### config.mk
export PLATFORM = sky130hd
export DESIGN_NAME = pinbank_irq
export DESIGN_NICKNAME = d
export VERILOG_FILES = /design/src/rtl/pinbank_pkg.sv /design/src/rtl/pin_sync.sv /design/src/rtl/pin_detect.sv /design/src/rtl/pinbank_irq.sv
export SDC_FILE = /design/constraint.sdc
export NUM_CORES = 1
export LEC_CHECK = 0
export BUFFER_PORTS_ARGS = -buffer_cell sky130_fd_sc_hd__buf_2
export CORE_MARGIN = 5
export CORE_UTILIZATION = 60
export CTS_CLUSTER_SIZE = 14
export DETAILED_ROUTE_END_ITERATION = 7
export PLACE_DENSITY = 0.95
export SKIP_LAST_GASP = 1
export SLEW_MARGIN = 20
export SYNTH_ARGS = -nofsm -noshare
export SYNTH_HDL_FRONTEND = slang
export SYNTH_SLANG_ARGS = --single-unit
### constraint.sdc
create_clock -name clk -period 3.07 [get_ports clk]
set_clock_uncertainty 0.05 [all_clocks]
set_input_delay 0.614 -clock clk [delete_from_list [all_inputs] [get_ports clk]]
set_output_delay 0.614 -clock clk [all_outputs]
set_load 0.005 [all_outputs]
### src/rtl/pinbank_pkg.sv
package pinbank_pkg;
    localparam int          ROUTE_W    = 3;
    localparam logic [2:0]  ROUTE_APP  = 3'd4;
    localparam logic [2:0]  ROUTE_NONE = 3'd7;
    localparam int          OE_BIT     = 9;

    // register select within a pin's 16-byte window
    localparam logic [1:0]  SEL_CTRL   = 2'd0;
    localparam logic [1:0]  SEL_DATA   = 2'd1;
    localparam logic [1:0]  SEL_TRIG   = 2'd2;
    localparam logic [1:0]  SEL_STAT   = 2'd3;

    // trigger setup, bit3..bit0
    typedef struct packed {
        logic raw_en;
        logic edge_mode;
        logic pol_hi;
        logic irq_en;
    } icfg_t;
endpackage

### src/rtl/pin_sync.sv
module pin_sync #(
    parameter int W = 8
) (
    input  logic         clk,
    input  logic         rst_n,
    input  logic [W-1:0] raw,
    output logic [W-1:0] samp,
    output logic [W-1:0] prev
);
    typedef struct packed {
        logic [W-1:0] s1;
        logic [W-1:0] s2;
        logic [W-1:0] old;
    } sync_t;

    sync_t st_d, st_q;

    always_comb begin
        st_d     = st_q;
        st_d.s1  = raw;
        st_d.s2  = st_q.s1;
        st_d.old = st_q.s2;
    end

    always_ff @(posedge clk or negedge rst_n) begin
        if (!rst_n) st_q <= '0;
        else        st_q <= st_d;
    end

    assign samp = st_q.s2;
    assign prev = st_q.old;
endmodule

### src/rtl/pin_detect.sv
module pin_detect
    import pinbank_pkg::*;
(
    input  logic  clk,
    input  logic  rst_n,
    input  logic  samp,
    input  logic  prev,
    input  icfg_t cfg,
    input  logic  clr,
    output logic  trig,
    output logic  status
);
    typedef struct packed {
        logic status;
    } det_t;

    det_t st_d, st_q;

    always_comb begin
        if (cfg.edge_mode) trig = cfg.pol_hi ? (samp & ~prev) : (~samp & prev);
        else               trig = (samp == cfg.pol_hi);
        st_d = st_q;
        // a captured trigger outranks a same-cycle clear
        if (trig && cfg.raw_en) st_d.status = 1'b1;
        else if (clr)           st_d.status = 1'b0;
    end

    always_ff @(posedge clk or negedge rst_n) begin
        if (!rst_n) st_q <= '0;
        else        st_q <= st_d;
    end

    assign status = st_q.status;
endmodule

### src/rtl/pinbank_irq.sv
module pinbank_irq
    import pinbank_pkg::*;
#(
    parameter int NPINS = 8,
    parameter int AW    = 16,
    parameter int DW    = 32
) (
    input  logic             clk,
    input  logic             rst_n,
    input  logic             bus_en,
    input  logic             bus_wr,
    input  logic [AW-1:0]    bus_addr,
    input  logic [DW-1:0]    bus_wdata,
    output logic [DW-1:0]    bus_rdata,
    input  logic [NPINS-1:0] pin_in,
    output logic [NPINS-1:0] pin_out,
    output logic [NPINS-1:0] pin_oe,
    output logic             summary_irq
);
    localparam int IDX_W = (NPINS > 1) ? $clog2(NPINS) : 1;
    localparam logic [AW-13:0] PIN_HI = 1;   // 0x1000 window
    localparam logic [AW-11:0] RT_HI  = 1;   // 0x0400 window

    typedef struct packed {
        logic [NPINS-1:0]              oe;
        logic [NPINS-1:0]              dout;
        icfg_t [NPINS-1:0]             icfg;
        logic [NPINS-1:0][ROUTE_W-1:0] route;
        logic                          summary;
    } bank_t;

    bank_t st_d, st_q;

    logic [NPINS-1:0] samp_w, prev_w, trig_w, status_w, clr_w;
    logic             pin_hit, rt_hit;
    logic [IDX_W-1:0] pin_idx, rt_idx;
    logic [1:0]       sel;
    logic             unused_bits;

    assign unused_bits = ^{bus_wdata[DW-1:OE_BIT+1], bus_wdata[OE_BIT-1:4], bus_addr[1:0]};

    pin_sync #(.W(NPINS)) u_sync (
        .clk  (clk),
        .rst_n(rst_n),
        .raw  (pin_in),
        .samp (samp_w),
        .prev (prev_w)
    );

    for (genvar g = 0; g < NPINS; g++) begin : g_pin
        pin_detect u_det (
            .clk   (clk),
            .rst_n (rst_n),
            .samp  (samp_w[g]),
            .prev  (prev_w[g]),
            .cfg   (st_q.icfg[g]),
            .clr   (clr_w[g]),
            .trig  (trig_w[g]),
            .status(status_w[g])
        );
    end

    always_comb begin
        logic any;
        st_d      = st_q;
        clr_w     = '0;
        bus_rdata = '0;
        sel       = bus_addr[3:2];
        pin_idx   = bus_addr[4 +: IDX_W];
        rt_idx    = bus_addr[2 +: IDX_W];
        pin_hit   = bus_en && (bus_addr[AW-1:12] == PIN_HI) && (int'(bus_addr[11:4]) < NPINS);
        rt_hit    = bus_en && (bus_addr[AW-1:10] == RT_HI)  && (int'(bus_addr[9:2])  < NPINS);

        if (pin_hit) begin
            if (bus_wr) begin
                case (sel)
                    SEL_CTRL: st_d.oe[pin_idx]   = bus_wdata[OE_BIT];
                    SEL_DATA: st_d.dout[pin_idx] = bus_wdata[1];
                    SEL_TRIG: st_d.icfg[pin_idx] = icfg_t'(bus_wdata[3:0]);
                    default:  clr_w[pin_idx]     = bus_wdata[0];
                endcase
            end else begin
                case (sel)
                    SEL_CTRL: bus_rdata[OE_BIT] = st_q.oe[pin_idx];
                    SEL_DATA: bus_rdata[1:0]    = {st_q.dout[pin_idx], samp_w[pin_idx]};
                    SEL_TRIG: bus_rdata[3:0]    = st_q.icfg[pin_idx];
                    default:  bus_rdata[0]      = status_w[pin_idx];
                endcase
            end
        end else if (rt_hit) begin
            if (bus_wr) st_d.route[rt_idx] = bus_wdata[ROUTE_W-1:0];
            else        bus_rdata[ROUTE_W-1:0] = st_q.route[rt_idx];
        end

        any = 1'b0;
        for (int i = 0; i < NPINS; i++) begin
            any = any | (st_q.icfg[i].irq_en && (st_q.route[i] == ROUTE_APP)
                         && (trig_w[i] || status_w[i]));
        end
        st_d.summary = any;
    end

    always_ff @(posedge clk or negedge rst_n) begin
        if (!rst_n) begin
            st_q       <= '0;
            st_q.route <= {NPINS{ROUTE_NONE}};
        end else begin
            st_q <= st_d;
        end
    end

    assign pin_out     = st_q.dout;
    assign pin_oe      = st_q.oe;
    assign summary_irq = st_q.summary;
endmodule

==> metrics.yaml <==
yosys:
  ys_ff_latch: 105
  avgSynthCellArea_um2: 11.17
  synth_cells: 497
  ys_seq_area_frac: 0.4788
  synth_cell_type_count: 53
  async_reset_ff_frac: 1.000
  ys.flop_type: "dfrtp_1"
  yosysWarnings: 0
  syn_area_um2: 5550
  synth_edf_count: 0
job:
  drv_cap: 0
clocking:
  cts_made_buffers: 9
  cts_resized: 0
  cts_hold_buf: 0
  cts_root_buf: "clkbuf_8"
  clkTransAtPathRegs_ps: 110
  cts_tree: "yes"
  clk_latency_ps: 380
  cts_setup_buffers: 0
  cts.htree.levels: 3
  clock_path_buffers: 2
  cts.sinks: 105
cells_and_area:
  final_common_cell: "dfrtp_1"
  antenna_cells: 0
  area_delta_synth_final_pct: 7.281
  final_core_util: 0.6537
  nFillCells: 671
  final_cell_mix: "81 x dfrtp_1, 72 x mux2_2, 52 x nand2_1, 51 x buf_2, 27 x conb_1"
  drive_above_1_share: 0.3616
  finalNetCount: 601
global_route:
  antenna_found_initial: 0
  grtUsageTotal: 0.2470
  grt_max_degree: 42
  grt_pass1_wl_um: 21600
  grt_pass1_vias: 4095
  gr-total-overflow: 0
power_and_ir_drop:
  power.density_nw_per_um2: 411.7
  total_leakage_power_nw: 2.783
  ir_drop_mv: 0.2020
detailed_routing:
  wl_um: 13460
  wire_per_inst_um: 20.62
  drtPass1Iterations: 5
  vias: 4081
  drt_iter0_drc: 320
  ant_nets: 0
  avgViaCountPerCell: 6.250
  drc: 0
placed_design:
  gp_congestion: 0.9228
  place_ws_ps: 207.3
  hpwl_um: 9989
  port_buffers: 52
timing:
  finalCriticalPeriod_ps: 2940
  setup_slack_ps: 130.1
  rsz0062_at_grt: "false"
  min_period_over_period: 0.9576
  report.final.slew_viol_count: 0
  worst_slew_pin_slew_ps: 554.1
  fin_tns_setup_ps: 0
  max_freq_ghz: 0.3401
  setup_viol: 0
  slew_headroom: 0.6211
  hold_violations: 0
floorplanning:
  dieArea_um2: 11270
  floorplan.initialDensity: 0.6093
  core_area_um2: 9109
  num_rows: 35
  ios: 109
  fp.dieH_um: 106.2
  die_x_um: 106.2
setup_path:
  r2r_cells: 5
  cp.arrival_ps: 2280
  r2r_slack_ps: 1190
  critPathMaxFanout: 23
  r2r-end: "summary_irq$_DFF_PN0_"
  worstReg2RegStart: "u_sync.samp[4]$_DFF_PN0_"
  start_kind: "primary input"
  criticalPathCategory: "primary input to output port"
  endpoint_kind: "output port"
  required_ps: 2410
outcome:
  outcome: "complete, no violations"
worst_hold_path:
  hold_path_class: "primary input to async pin"
==> where the power goes <==
part | switching, mW | internal (mW) | total (mW)
clock | 0.525 | 0.319 | 0.844
combinational | 0.134 | 0.0620 | 0.196
sequential | 0.0106 | 1.40 | 1.41
==> sequential cells by signal, summed over array words and instances, names as in the netlist <==
name	flops
st_q	56
g_pin.u_det.status	8
pin_out	8
summary_irq	1
u_sync.samp	8
u_sync.prev	8
u_sync.st_d	8
pin_oe	8
==> metrics by stage <==
| stage | area, um2 | std cells | total power [mW] | hold WS [ps] |
|---|---|---|---|---|
| 2_1_floorplan | 5648 | 523 | 1.553 | 268.4 |
| 3_3_place_gp | 5758 | 637 | 1.622 | 282.2 |
| 3_5_place_dp | 5758 | 637 | 1.628 | 285.6 |
| 4_1_cts | 5954 | 653 | 2.454 | 154.9 |
| 5_1_grt | 5954 | 653 | 2.545 | 157.7 |
| 6_report | 5954 | 653 | 2.451 | 136.1 |
==> critical path, cell delays in order <==
cell	delay [ps]
buf_2	400
buf_4	250
nand2_1	140
a211oi_1	300
a21oi_1	110
o2111ai_1	130
a31oi_1	150
buf_2	160
==> area by class of cell <==
type	count	area, um2	share of cell area
Multi-Input combinational cell	333	2487	0.4177
Timing Repair Buffer	69	402.9	0.06766
Inverter	19	71.32	0.01198
Tap cell	111	138.9	0.02332
Clock inverter	7	72.57	0.01219
Clock buffer	9	123.9	0.02080
Sequential cell	105	2658	0.4463
==> synth_stat cells, drive strengths merged, types with 7 or more instances <==
cell type,n,share of area
dfstp,24,0.11
nor2b,8,0.0090
nor3,7,0.0063
dfrtp,81,0.37
inv,19,0.013
o21ai,11,0.0099
mux4,7,0.028
mux2,75,0.15
a22oi,8,0.011
mux2i,13,0.023
nand2,52,0.035
nand2b,10,0.011
nand3,14,0.014
clkbuf,9,0.0061
buf,57,0.072
nor2,26,0.018
==> worst max-delay path by stage <==
stage                           start           end  slack [ps]  cells past startpoint
final                     bus_addr[4]  bus_rdata[0]         130                      8
after CTS                 bus_addr[4]  bus_rdata[0]         200                      8
after floorplan           bus_addr[4]  bus_rdata[0]         560                      6
after global routing      bus_addr[4]  bus_rdata[0]          20                      8
after detailed placement  bus_addr[6]  bus_rdata[1]         210                      7
after global placement    bus_addr[6]  bus_rdata[1]         210                      7
==> cell families (layout without fill, tap and decap cells) <==
family,count (synthesis),in the layout,share of synthesized area
AO/OA/AOI/OAI,70,70,0.08972
adder cells (fa/ha/maj),4,4,0.009017
buffers and inverters,85,104,0.09062
flip-flops,105,105,0.4788
multiplexers,95,95,0.2060
other,1,27,0.0006756
AND/OR/NAND/NOR,137,137,0.1251
==> routing by layer <==
| metal | GRT usage | vias up | routed length (um) |
|---|---|---|---|
| met5 | 0 | - | 0 |
| met1 | 0.3206 | 2009 | 5220 |
| met4 | 0.1073 | 0 | 498 |
| li1 | - | 1780 | - |
| met3 | 0.04372 | 51 | 1136 |
| met2 | 0.4077 | 241 | 6607 |
(Power assumes the default switching activity.)
